## src/rtl/hc_csr_pkg.sv

```systemverilog
package hc_csr_pkg;
  // command word bit positions (decoded by the engine side as well)
  localparam int CMD_RUN  = 0;
  localparam int CMD_RST  = 1;
  localparam int CMD_FLS  = 2;
  localparam int CMD_PSE  = 4;
  localparam int CMD_ASE  = 5;
  localparam int CMD_DOOR = 6;
  // status word bit positions
  localparam int STS_HALT = 0;
  localparam int STS_AADV = 1;
  // word addresses
  localparam int A_CMD = 0;
  localparam int A_STS = 1;
  localparam int A_IEN = 2;

  function automatic logic [10:0] fl_entries(input logic [1:0] code);
    case (code)
      2'b00:   return 11'd1024;
      2'b01:   return 11'd512;
      2'b10:   return 11'd256;
      default: return 11'd0;
    endcase
  endfunction
endpackage

```

## src/rtl/hc_reset_seq.sv

```systemverilog
module hc_reset_seq (
  input  logic clk,
  input  logic rst_n,
  input  logic start,
  input  logic done,
  output logic in_rst,
  output logic rst_pulse
);
  logic seen_q;

  always_ff @(posedge clk or negedge rst_n) begin
    if (!rst_n) begin
      in_rst <= 1'b0;
      seen_q <= 1'b0;
    end else begin
      seen_q <= in_rst;
      if (start)     in_rst <= 1'b1;
      else if (done) in_rst <= 1'b0;
    end
  end

  assign rst_pulse = in_rst & ~seen_q;

  // reset ends only after the engine reports completion
  a_r10_ends_on_done: assert property (@(posedge clk) disable iff (!rst_n)
    $fell(in_rst) |-> $past(done));
  // start pulse lasts one cycle
  a_r10_single_pulse: assert property (@(posedge clk) disable iff (!rst_n)
    rst_pulse |=> !rst_pulse);
endmodule

```

## src/rtl/hc_run_ctrl.sv

```systemverilog
module hc_run_ctrl (
  input  logic clk,
  input  logic rst_n,
  input  logic clr,
  input  logic run_wr,
  input  logic run_val,
  input  logic idle_ack,
  output logic run,
  output logic halted,
  output logic stop_req
);
  always_ff @(posedge clk or negedge rst_n) begin
    if (!rst_n) begin
      run    <= 1'b0;
      halted <= 1'b1;
    end else if (clr) begin
      run    <= 1'b0;
      halted <= 1'b1;
    end else begin
      if (run_wr) run <= run_val;
      if (run_wr && run_val)       halted <= 1'b0;
      else if (stop_req && idle_ack) halted <= 1'b1;
    end
  end

  assign stop_req = ~run & ~halted;

  // halted only sets after the engine drained, or by a reset
  a_r5_halt_after_idle: assert property (@(posedge clk) disable iff (!rst_n)
    $rose(halted) |-> ($past(idle_ack) || $past(clr)));
  // a running controller is never reported halted
  a_r5_run_not_halted: assert property (@(posedge clk) disable iff (!rst_n)
    run |-> !halted);
endmodule

```

## src/rtl/hc_door_ctrl.sv

```systemverilog
module hc_door_ctrl (
  input  logic clk,
  input  logic rst_n,
  input  logic clr,
  input  logic ring,
  input  logic evict_ack,
  input  logic sts_w1c,
  input  logic en_wr,
  input  logic en_val,
  input  logic tick,
  output logic iaad,
  output logic door_req,
  output logic aa_sts,
  output logic aa_en,
  output logic irq
);
  logic evict_seen;
  logic evict_evt;
  logic aa_sts_n, aa_en_n, irq_n;

  assign door_req  = iaad & ~evict_seen;
  assign evict_evt = door_req & evict_ack;

  always_comb begin
    aa_sts_n = aa_sts;
    if (evict_evt)    aa_sts_n = 1'b1;
    else if (sts_w1c) aa_sts_n = 1'b0;
    aa_en_n = en_wr ? en_val : aa_en;
    if (clr) begin
      aa_sts_n = 1'b0;
      aa_en_n  = 1'b0;
    end
    irq_n = (aa_sts_n & aa_en_n) ? (irq | tick) : 1'b0;
  end

  always_ff @(posedge clk or negedge rst_n) begin
    if (!rst_n) begin
      iaad <= 1'b0; evict_seen <= 1'b0;
      aa_sts <= 1'b0; aa_en <= 1'b0; irq <= 1'b0;
    end else begin
      aa_sts <= aa_sts_n;
      aa_en  <= aa_en_n;
      irq    <= irq_n;
      if (clr) begin
        iaad <= 1'b0; evict_seen <= 1'b0;
      end else begin
        evict_seen <= evict_evt;
        if (evict_seen) iaad <= 1'b0;
        else if (ring)  iaad <= 1'b1;
      end
    end
  end

  // doorbell retires only after the advance flag was set
  a_r6_clear_after_flag: assert property (@(posedge clk) disable iff (!rst_n)
    $fell(iaad) |-> ($past(aa_sts) || $past(clr)));
  // doorbell only rises from an accepted ring
  a_r7_rise_from_ring: assert property (@(posedge clk) disable iff (!rst_n)
    $rose(iaad) |-> $past(ring));
  // request is only up while its cause is present
  a_r9_irq_has_cause: assert property (@(posedge clk) disable iff (!rst_n)
    irq |-> (aa_sts && aa_en));
  // request rises only on a threshold tick
  a_r9_rise_on_tick: assert property (@(posedge clk) disable iff (!rst_n)
    $rose(irq) |-> $past(tick));
endmodule

```

## src/rtl/hc_cmd_status_unit.sv

```systemverilog
module hc_cmd_status_unit #(
  parameter int AW = 2,
  parameter int DW = 7
) (
  input  logic          clk,
  input  logic          rst_n,
  input  logic          csr_we,
  input  logic [AW-1:0] csr_addr,
  input  logic [DW-1:0] csr_wdata,
  output logic [DW-1:0] csr_rdata,
  input  logic          fl_prog_cap,
  input  logic          irq_tick,
  output logic          stop_req,
  input  logic          idle_ack,
  output logic          door_req,
  input  logic          evict_ack,
  output logic          rst_pulse,
  input  logic          rst_done,
  output logic          skip_periodic,
  output logic          skip_async,
  output logic [1:0]    fl_size,
  output logic [10:0]   fl_len,
  output logic          irq
);
  import hc_csr_pkg::*;

  logic in_rst, rst_start, clr;
  logic sel_cmd, sel_sts, sel_ien, wr_cmd;
  logic run, halted, iaad, aa_sts, aa_en;
  logic pse, ase;
  logic [1:0] fls;

  assign sel_cmd   = csr_addr == AW'(A_CMD);
  assign sel_sts   = csr_addr == AW'(A_STS);
  assign sel_ien   = csr_addr == AW'(A_IEN);
  assign wr_cmd    = csr_we & sel_cmd & ~in_rst;
  assign rst_start = wr_cmd & csr_wdata[CMD_RST];
  assign clr       = rst_start | in_rst;

  hc_reset_seq u_rst (
    .clk(clk), .rst_n(rst_n), .start(rst_start), .done(rst_done),
    .in_rst(in_rst), .rst_pulse(rst_pulse)
  );

  hc_run_ctrl u_run (
    .clk(clk), .rst_n(rst_n), .clr(clr), .run_wr(wr_cmd),
    .run_val(csr_wdata[CMD_RUN]), .idle_ack(idle_ack),
    .run(run), .halted(halted), .stop_req(stop_req)
  );

  hc_door_ctrl u_door (
    .clk(clk), .rst_n(rst_n), .clr(clr),
    .ring(wr_cmd & csr_wdata[CMD_DOOR] & csr_wdata[CMD_ASE]),
    .evict_ack(evict_ack),
    .sts_w1c(csr_we & sel_sts & csr_wdata[STS_AADV]),
    .en_wr(csr_we & sel_ien & ~in_rst), .en_val(csr_wdata[0]),
    .tick(irq_tick),
    .iaad(iaad), .door_req(door_req), .aa_sts(aa_sts), .aa_en(aa_en), .irq(irq)
  );

  always_ff @(posedge clk or negedge rst_n) begin
    if (!rst_n) begin
      pse <= 1'b0; ase <= 1'b0; fls <= 2'b00;
    end else if (clr) begin
      pse <= 1'b0; ase <= 1'b0; fls <= 2'b00;
    end else if (wr_cmd) begin
      pse <= csr_wdata[CMD_PSE];
      ase <= csr_wdata[CMD_ASE];
      if (fl_prog_cap) fls <= csr_wdata[CMD_FLS +: 2];
    end
  end

  always_comb begin
    csr_rdata = '0;
    if (sel_cmd) begin
      csr_rdata[CMD_RUN]      = run;
      csr_rdata[CMD_RST]      = in_rst;
      csr_rdata[CMD_FLS +: 2] = fls;
      csr_rdata[CMD_PSE]      = pse;
      csr_rdata[CMD_ASE]      = ase;
      csr_rdata[CMD_DOOR]     = iaad;
    end else if (sel_sts) begin
      csr_rdata[STS_HALT] = halted;
      csr_rdata[STS_AADV] = aa_sts;
    end else if (sel_ien) begin
      csr_rdata[0] = aa_en;
    end
  end

  assign skip_periodic = ~pse;
  assign skip_async    = ~ase;
  assign fl_size       = fls;
  assign fl_len        = fl_entries(fls);

  // the length code moves only with the capability set, or on reset
  a_r4_fls_locked: assert property (@(posedge clk) disable iff (!rst_n)
    !$stable(fls) |-> ($past(fl_prog_cap) || $past(clr)));
  // during a reset the schedules stay disabled
  a_r10_quiet_in_reset: assert property (@(posedge clk) disable iff (!rst_n)
    in_rst |-> (skip_periodic && skip_async && !door_req));
endmodule

```

## config.mk

```make
export PLATFORM = sky130hd
export DESIGN_NAME = hc_cmd_status_unit
export DESIGN_NICKNAME = d
export VERILOG_FILES = /design/src/rtl/hc_csr_pkg.sv /design/src/rtl/hc_reset_seq.sv /design/src/rtl/hc_run_ctrl.sv /design/src/rtl/hc_door_ctrl.sv /design/src/rtl/hc_cmd_status_unit.sv
export SDC_FILE = /design/constraint.sdc
export NUM_CORES = 1
export LEC_CHECK = 0
export BUFFER_PORTS_ARGS = -buffer_cell sky130_fd_sc_hd__buf_4
export CAP_MARGIN = 20
export CORE_UTILIZATION = 39
export DETAILED_ROUTE_END_ITERATION = 8
export MAX_ROUTING_LAYER = met4
export PLACE_DENSITY = 0.78
export REMOVE_ABC_BUFFERS = 1
export SLEW_MARGIN = 5
export SYNTH_ARGS = -nofsm -noshare
export SYNTH_HDL_FRONTEND = slang
export SYNTH_SLANG_ARGS = --single-unit
export TNS_END_PERCENT = 20
```

## constraint.sdc

```tcl
create_clock -name clk -period 1.15 [get_ports clk]
set_clock_uncertainty 0.1 [all_clocks]
set_input_delay 0.0575 -clock clk [delete_from_list [all_inputs] [get_ports clk]]
set_output_delay 0.0575 -clock clk [all_outputs]
set_load 0.01 [all_outputs]
```

==> results of run 1 <==
path summary, 6_finish.rpt:
kind,start,endpoint,slack [ns],cells past startpoint
hold / removal,irq_tick,u_door.irq$_DFF_PN0_,0.02,3
hold reg to reg,u_door.evict_seen$_DFF_PN0_,u_door.iaad$_DFFE_PN0P_,0.40,1
min in group asynchronous,rst_n,u_run.run$_DFFE_PN0P_,0.05,2
setup / recovery,u_rst.in_rst$_DFFE_PN0P_,u_door.aa_en$_DFF_PN0_,-0.29,4
max in group asynchronous,rst_n,u_run.halted$_DFFE_PN1P_,0.66,2
setup reg to reg,u_rst.in_rst$_DFFE_PN0P_,u_door.aa_en$_DFF_PN0_,-0.29,4
layer usage:
| metal | GRT usage [%] | share of wire (%) | vias to the layer above | routed length (um) |
|---|---|---|---|---|
| met2 | 31.4 | 52 | 29 | 1030 |
| met3 | 6.54 | 5.2 | 2 | 104 |
| met4 | 4.57 | 0.50 | 0 | 10 |
| li1 | - | - | 363 | - |
| met5 | - | 0 | - | 0 |
| met1 | 26.0 | 43 | 359 | 854 |
power by group:
part	switching (W)	total (W)	internal, W
registers	0.0000761	0.000609	0.000533
logic	0.000277	0.000625	0.000349
clock network	0.000149	0.000284	0.000134
total	0.000502	0.00152	0.00102
logic make-up after synthesis:
logic type | synth area share, %
buf+inv | 14.2
simple gates | 28.5
other cells | 0.473
flops | 41.2
mux | 3.79
compound gates | 11.8
state kept, by name, indices dropped and copies added (netlist names):
signal             flops
u_run.run              1
u_door.irq             1
u_rst.seen_q           1
u_rst.in_rst           1
u_run.halted           1
fl_size                2
u_door.aa_en           1
u_door.aa_sts          1
ase                    1
pse                    1
u_door.iaad            1
u_door.evict_seen      1
per-stage QoR:
stage	instance area, um2	util (%)	setup TNS, ns	setup slack [ns]	total power [W]
floorplan	714	-	-2.51	-0.379	0.000843
global route	1260	69.2	-4.52	-0.380	0.00161
global placement	1080	59.1	-1.81	-0.215	0.00114
finish	1260	69.2	-3.16	-0.291	0.00152
CTS	1240	68.2	-3.23	-0.267	0.00151
detailed placement	1080	59.1	-2.53	-0.269	0.00115
worst max-delay path: stages (launching register included):
cell	delay (ns)
dfrtp_1	0.43
buf_6	0.14
and4bb_1	0.29
mux2i_2	0.29
nor2_1	0.07
cell usage in the layout, fill, tap and decap left out:
cell type and instances:
clkbuf_4 3, dfstp_2 1, o31a_1 1, buf_4 42, a21boi_1 1, mux2i_1 2
inv_2 1, nand3b_1 4, and2_1 2, conb_1 8, and2_4 1, clkbuf_1 1
nor2_1 8, a31oi_4 1, o31ai_1 2, nand2b_1 3, inv_1 1, nor4_2 1
a31oi_1 2, nor2b_1 6, a22oi_1 1, nor4b_4 1, o32ai_1 1, dfrtp_1 11
o21ai_0 1, nand2_1 2, o32ai_2 1, buf_6 4, and4bb_1 1, mux2i_2 1
a31o_2 1, nor2b_4 1, dfrtp_2 1, nor3_2 3, dlygate4sd3_1 8, nand4b_1 1
o21ai_1 1
layout make-up:
type	count	share of cell area, %
Clock buffer	4	2.09
Inverter	2	0.596
Multi-Input combinational cell	58	33.9
Sequential cell	13	26.0
Tap cell	25	2.48
Timing Repair Buffer	54	35.0
timing repair:
item | CTS | global route
pin swaps | 12 | 4
setup buffers | 2 | 0
resized for setup | 10 | 6
endpoints found under the setup margin | 21 | 25
hold buffers | 8 | 0
hold endpoints to repair | 23 | 0
==> flow_summary_export.csv, run 1 <==
group,metric,value,unit
die,core-area,1820,um2
die,initial_core_util,43.6,%
layout,register_area,328,um2
layout,drive_gt1_share,48.1,%
routing,routedWlPerCell,12.8,um
routing,via_count,753,
clock_tree,cts_buffers,3,
timing,period_share,125,%
outcome,outcome,"finished, violations left",
routing,routed_wirelength,2000,um
timing,period_needed,1.44,ns
power,p_leak,0.611,nW
outcome,violations,"negative setup slack",
global_route,overflow,0,
global_route,grt_max_degree,14,
clock_tree,cts_sinks,13,
synthesis,yosys-top-cells-area,"dfrtp_1 (38%), buf_4 (7.6%), buf_6 (5.7%)",
clock_tree,clockBufferDepth,2,
synthesis,syn_area,793,um2
timing,rsz0062_at_grt,"true",
routing,drcViolationCount,0,
global_route,grt_pass1_wl,3020,um
timing,fmax,694,MHz
timing,finalMaxSlewViolations,0,
global_route,grt_pass1_vias,668,
synthesis,synthCells,78,
timing,layout_setup_ws,-0.291,ns
layout,fill_cells,145,
setup_path,critical_path_class,"reg -> reg",
synthesis,syn_avg_cell_area,10.2,um2
clock_tree,clk_pin_slew,0.07,ns
place,dpl.hpwl,1410,um
layout,antenna_cells,0,
run,drv_cap,0,
clock_tree,cts_tree,"yes",
timing,holdWs,0.0157,ns
place,gp_congestion,0.841,
global_route,antenna_found_initial,0,
setup_path,cp-end-kind,"flip-flop",
clock_tree,htree_levels,1,
place,dp_cells,142,
timing,finalSetupViolCount,21,
clock_tree,clock_latency,0.28,ns
synthesis,post-synth-top-area-cell,"dfrtp_1",
die,die_w,47.1,um
die,die_y,47.1,um
synthesis,synth_edf_count,0,
routing,drtPass1Iterations,4,
layout,nNetsFinal,149,
routing,avgViaCountPerCell,4.83,
timing,hold_viol_final,0,
synthesis,yosysMostFrequentCell,"dfrtp_1",
routing,postRouteAntennaNets,0,
setup_path,critPathLaunchType,"flip-flop",
synthesis,synth-async-reset-ratio,100,%
place,io_buffers,34,
synthesis,yosysWarnings,0,
global_route,grt_usage,20.3,%
power,peakVddDrop,0.000702,V
power,power_density,1200,nW/um2
setup_path,cp_data_arrival_time,1.50,ns
clock_tree,cts_root_buf,"clkbuf_4",
die,fp-row-count,15,
synthesis,synth-seq-cells,13,
synthesis,ys_types,27,
synthesis,ys_seq_area_share,41.2,%
synthesis,synth_top_area_share,37.9,%
setup_path,cp_max_fo,4,
setup_path,cp.required,1.21,ns
hold_path,hp-class,"in -> reg",
synthesis,synth_commonest_cells,"dfrtp_1 (12), buf_4 (8), nor2_1 (8)",
synthesis,synth_ff_type,"dfrtp_1",
layout,finalNonFillerCells,156,
layout,areaGrowthSynthToFinish,58.8,%
routing,first_iter_violations,9,
die,dieArea,2220,um2
layout,multi_input_area,427,um2
die,ios,43,
Note: power is estimated with default switching activity, not from simulation.
==> run 2: changes to the inputs <==
==> constraint.sdc (replaced) <==
create_clock -name clk -period 1.15 [get_ports clk]
set_clock_uncertainty 0.1 [all_clocks]
set_input_delay 0.1725 -clock clk [delete_from_list [all_inputs] [get_ports clk]]
set_output_delay 0.1725 -clock clk [all_outputs]
set_load 0.01 [all_outputs]
==> run 2 against run 1 <==
The run still ends with negative setup slack left. First-iteration DRC count grew 56%. Global-route usage grew 1.7 points. Worst hold slack gained 0.021 ns. Die area is the same. Clock power grew 6%.
==> flow_summary_export.csv, run 2 (synthesized netlist as in run 1, its figures left out) <==
group,metric,value,unit
place,io_buffers,34,
layout,largest_reg_flops,2,
layout,multi_input_area,430,um2
layout,nNetsFinal,145,
global_route,grt_max_degree,14,
global_route,overflow,0,
global_route,antenna_found_initial,0,
layout,drive_gt1_share,57.5,%
run,drv_cap,0,
power,power_density,1240,nW/um2
clock_tree,clockBufferDepth,2,
timing,finalSetupViolCount,27,
setup_path,ff2ff_path_depth,4,
setup_path,crit_family,"flip-flops",
die,initial_core_util,43.6,%
routing,via_count,778,
setup_path,critical_path_depth,4,
place,dpl.hpwl,1640,um
layout,register_area,330,um2
hold_path,hp-class,"in -> reg",
die,core-area,1820,um2
timing,hold_viol_final,0,
layout,antenna_cells,0,
timing,period_share,127,%
global_route,grt_pass1_wl,3180,um
routing,drtPass1Iterations,4,
timing,holdWs,0.0365,ns
global_route,grt_usage,22.0,%
outcome,outcome,"finished, violations left",
hold_path,hold-path-cell-count,3,
routing,drcViolationCount,0,
timing,fmax,687,MHz
power,peakVddDrop,0.00114,V
clock_tree,clk_pin_slew,0.10,ns
routing,routedWlPerCell,14.8,um
place,gp_congestion,0.821,
routing,routed_wirelength,2250,um
layout,fill_cells,156,
power,p_leak,0.598,nW
setup_path,cp_slowest_cell,"dfrtp_2",
setup_path,cp_max_fo,4,
timing,finalMaxSlewViolations,0,
setup_path,max_stage_delay,0.45,ns
layout,finalNonFillerCells,152,
routing,postRouteAntennaNets,0,
outcome,violations,"negative setup slack",
setup_path,cp_data_arrival_time,1.18,ns
clock_tree,htree_levels,1,
setup_path,path_buf_inv,2,
clock_tree,clock_latency,0.28,ns
layout,areaGrowthSynthToFinish,55.5,%
setup_path,cp-end-kind,"primary output",
routing,first_iter_violations,14,
timing,period_needed,1.46,ns
die,fp-row-count,15,
die,die_w,47.1,um
place,dp_cells,145,
die,ios,43,
layout,final_cell_mix,"buf_4 (41), dfrtp_1 (9), conb_1 (8), buf_6 (7), nor2_1 (6)",
setup_path,cp_cell_sequence,"buf_6, mux2i_1, nor2_1, buf_4",
setup_path,critPathLaunchType,"flip-flop",
routing,avgViaCountPerCell,5.12,
clock_tree,cts_buffers,3,
layout,layout_commonest_cell,"buf_4",
die,die_y,47.1,um
clock_tree,cts_tree,"yes",
setup_path,cp.required,0.88,ns
global_route,grt_pass1_vias,722,
power,p_total,0.00153,W
die,dieArea,2220,um2
timing,rsz0062_at_grt,"true",
timing,layout_setup_ws,-0.306,ns
clock_tree,cts_sinks,13,
setup_path,critical_path_class,"reg -> out",
clock_tree,cts_root_buf,"clkbuf_4",
layout,final_core_util,67.8,%
## run 2: changes by cell type in the layout (fill, tap and decap cells not counted), sizes merged
| cell | previous run | this run |
|---|---|---|
| buf | 46 | 48 |
| clkbuf | 4 | 3 |
| clkinv | 0 | 1 |
| dlygate4sd3 | 8 | 2 |
## run 2: area by class of cell
type                       count  share of cell area, %
clock buffer                   3                   1.83
timing repair buffer          50                   33.0
inverter                       2                  0.609
sequential                    13                   26.8
tap                           25                   2.54
multi-input combinational     58                   34.9
clock inverter                 1                  0.406
## run 2: stage by stage
step,setup TNS [ns],cell area (um2),setup WS [ns]
5_1_grt,-6.37,1230,-0.385
2_1_floorplan,-2.51,714,-0.379
4_1_cts,-4.84,1200,-0.311
3_3_place_gp,-2.09,1100,-0.212
6_report,-4.77,1230,-0.306
3_5_place_dp,-2.59,1100,-0.241
## run 2: worst paths after layout
check                                                 start                       end  slack [ns]
worst min register to register  u_door.evict_seen$_DFF_PN0_   u_door.iaad$_DFFE_PN0P_        0.43
worst max register to register     u_rst.in_rst$_DFFE_PN0P_  u_run.halted$_DFFE_PN1P_       -0.30
worst max-delay path               u_rst.in_rst$_DFFE_PN0P_              csr_rdata[1]       -0.31
min in group asynchronous                             rst_n     u_run.run$_DFFE_PN0P_        0.16
worst min-delay path                           csr_wdata[4]           pse$_DFFE_PN0P_        0.04
max in group asynchronous                             rst_n  u_run.halted$_DFFE_PN1P_        0.55
## run 2: worst register-to-register path, cell delays in order, from the launching register on
cell      delay (ns)
dfrtp_2         0.45
nor4b_4         0.38
buf_4           0.21
nand3b_1        0.11
o31a_1          0.13
## run 2: timing repair
item	CTS	global route
endpoints found under the hold margin	14	0
buffers inserted	1	0
hold buffers	2	0
setup endpoints to repair	28	29
gates resized for setup	17	9
pin swaps	5	3
## run 2: power breakdown
| group | switching, W | total, W | internal [W] |
|---|---|---|---|
| Combinational | 0.000273 | 0.000611 | 0.000339 |
| Clock | 0.000172 | 0.000300 | 0.000129 |
| Sequential | 0.0000836 | 0.000619 | 0.000536 |
| Total | 0.000528 | 0.00153 | 0.00100 |
## run 2: layer usage
metal / wire [um] / up-vias / global-route usage, %
met2: 1260 / 30 / 40.8
met4: 15 / 0 / 5.14
li1: - / 357 / -
met3: 76 / 4 / 3.46
met1: 898 / 387 / 24.4
met5: 0 / - / -
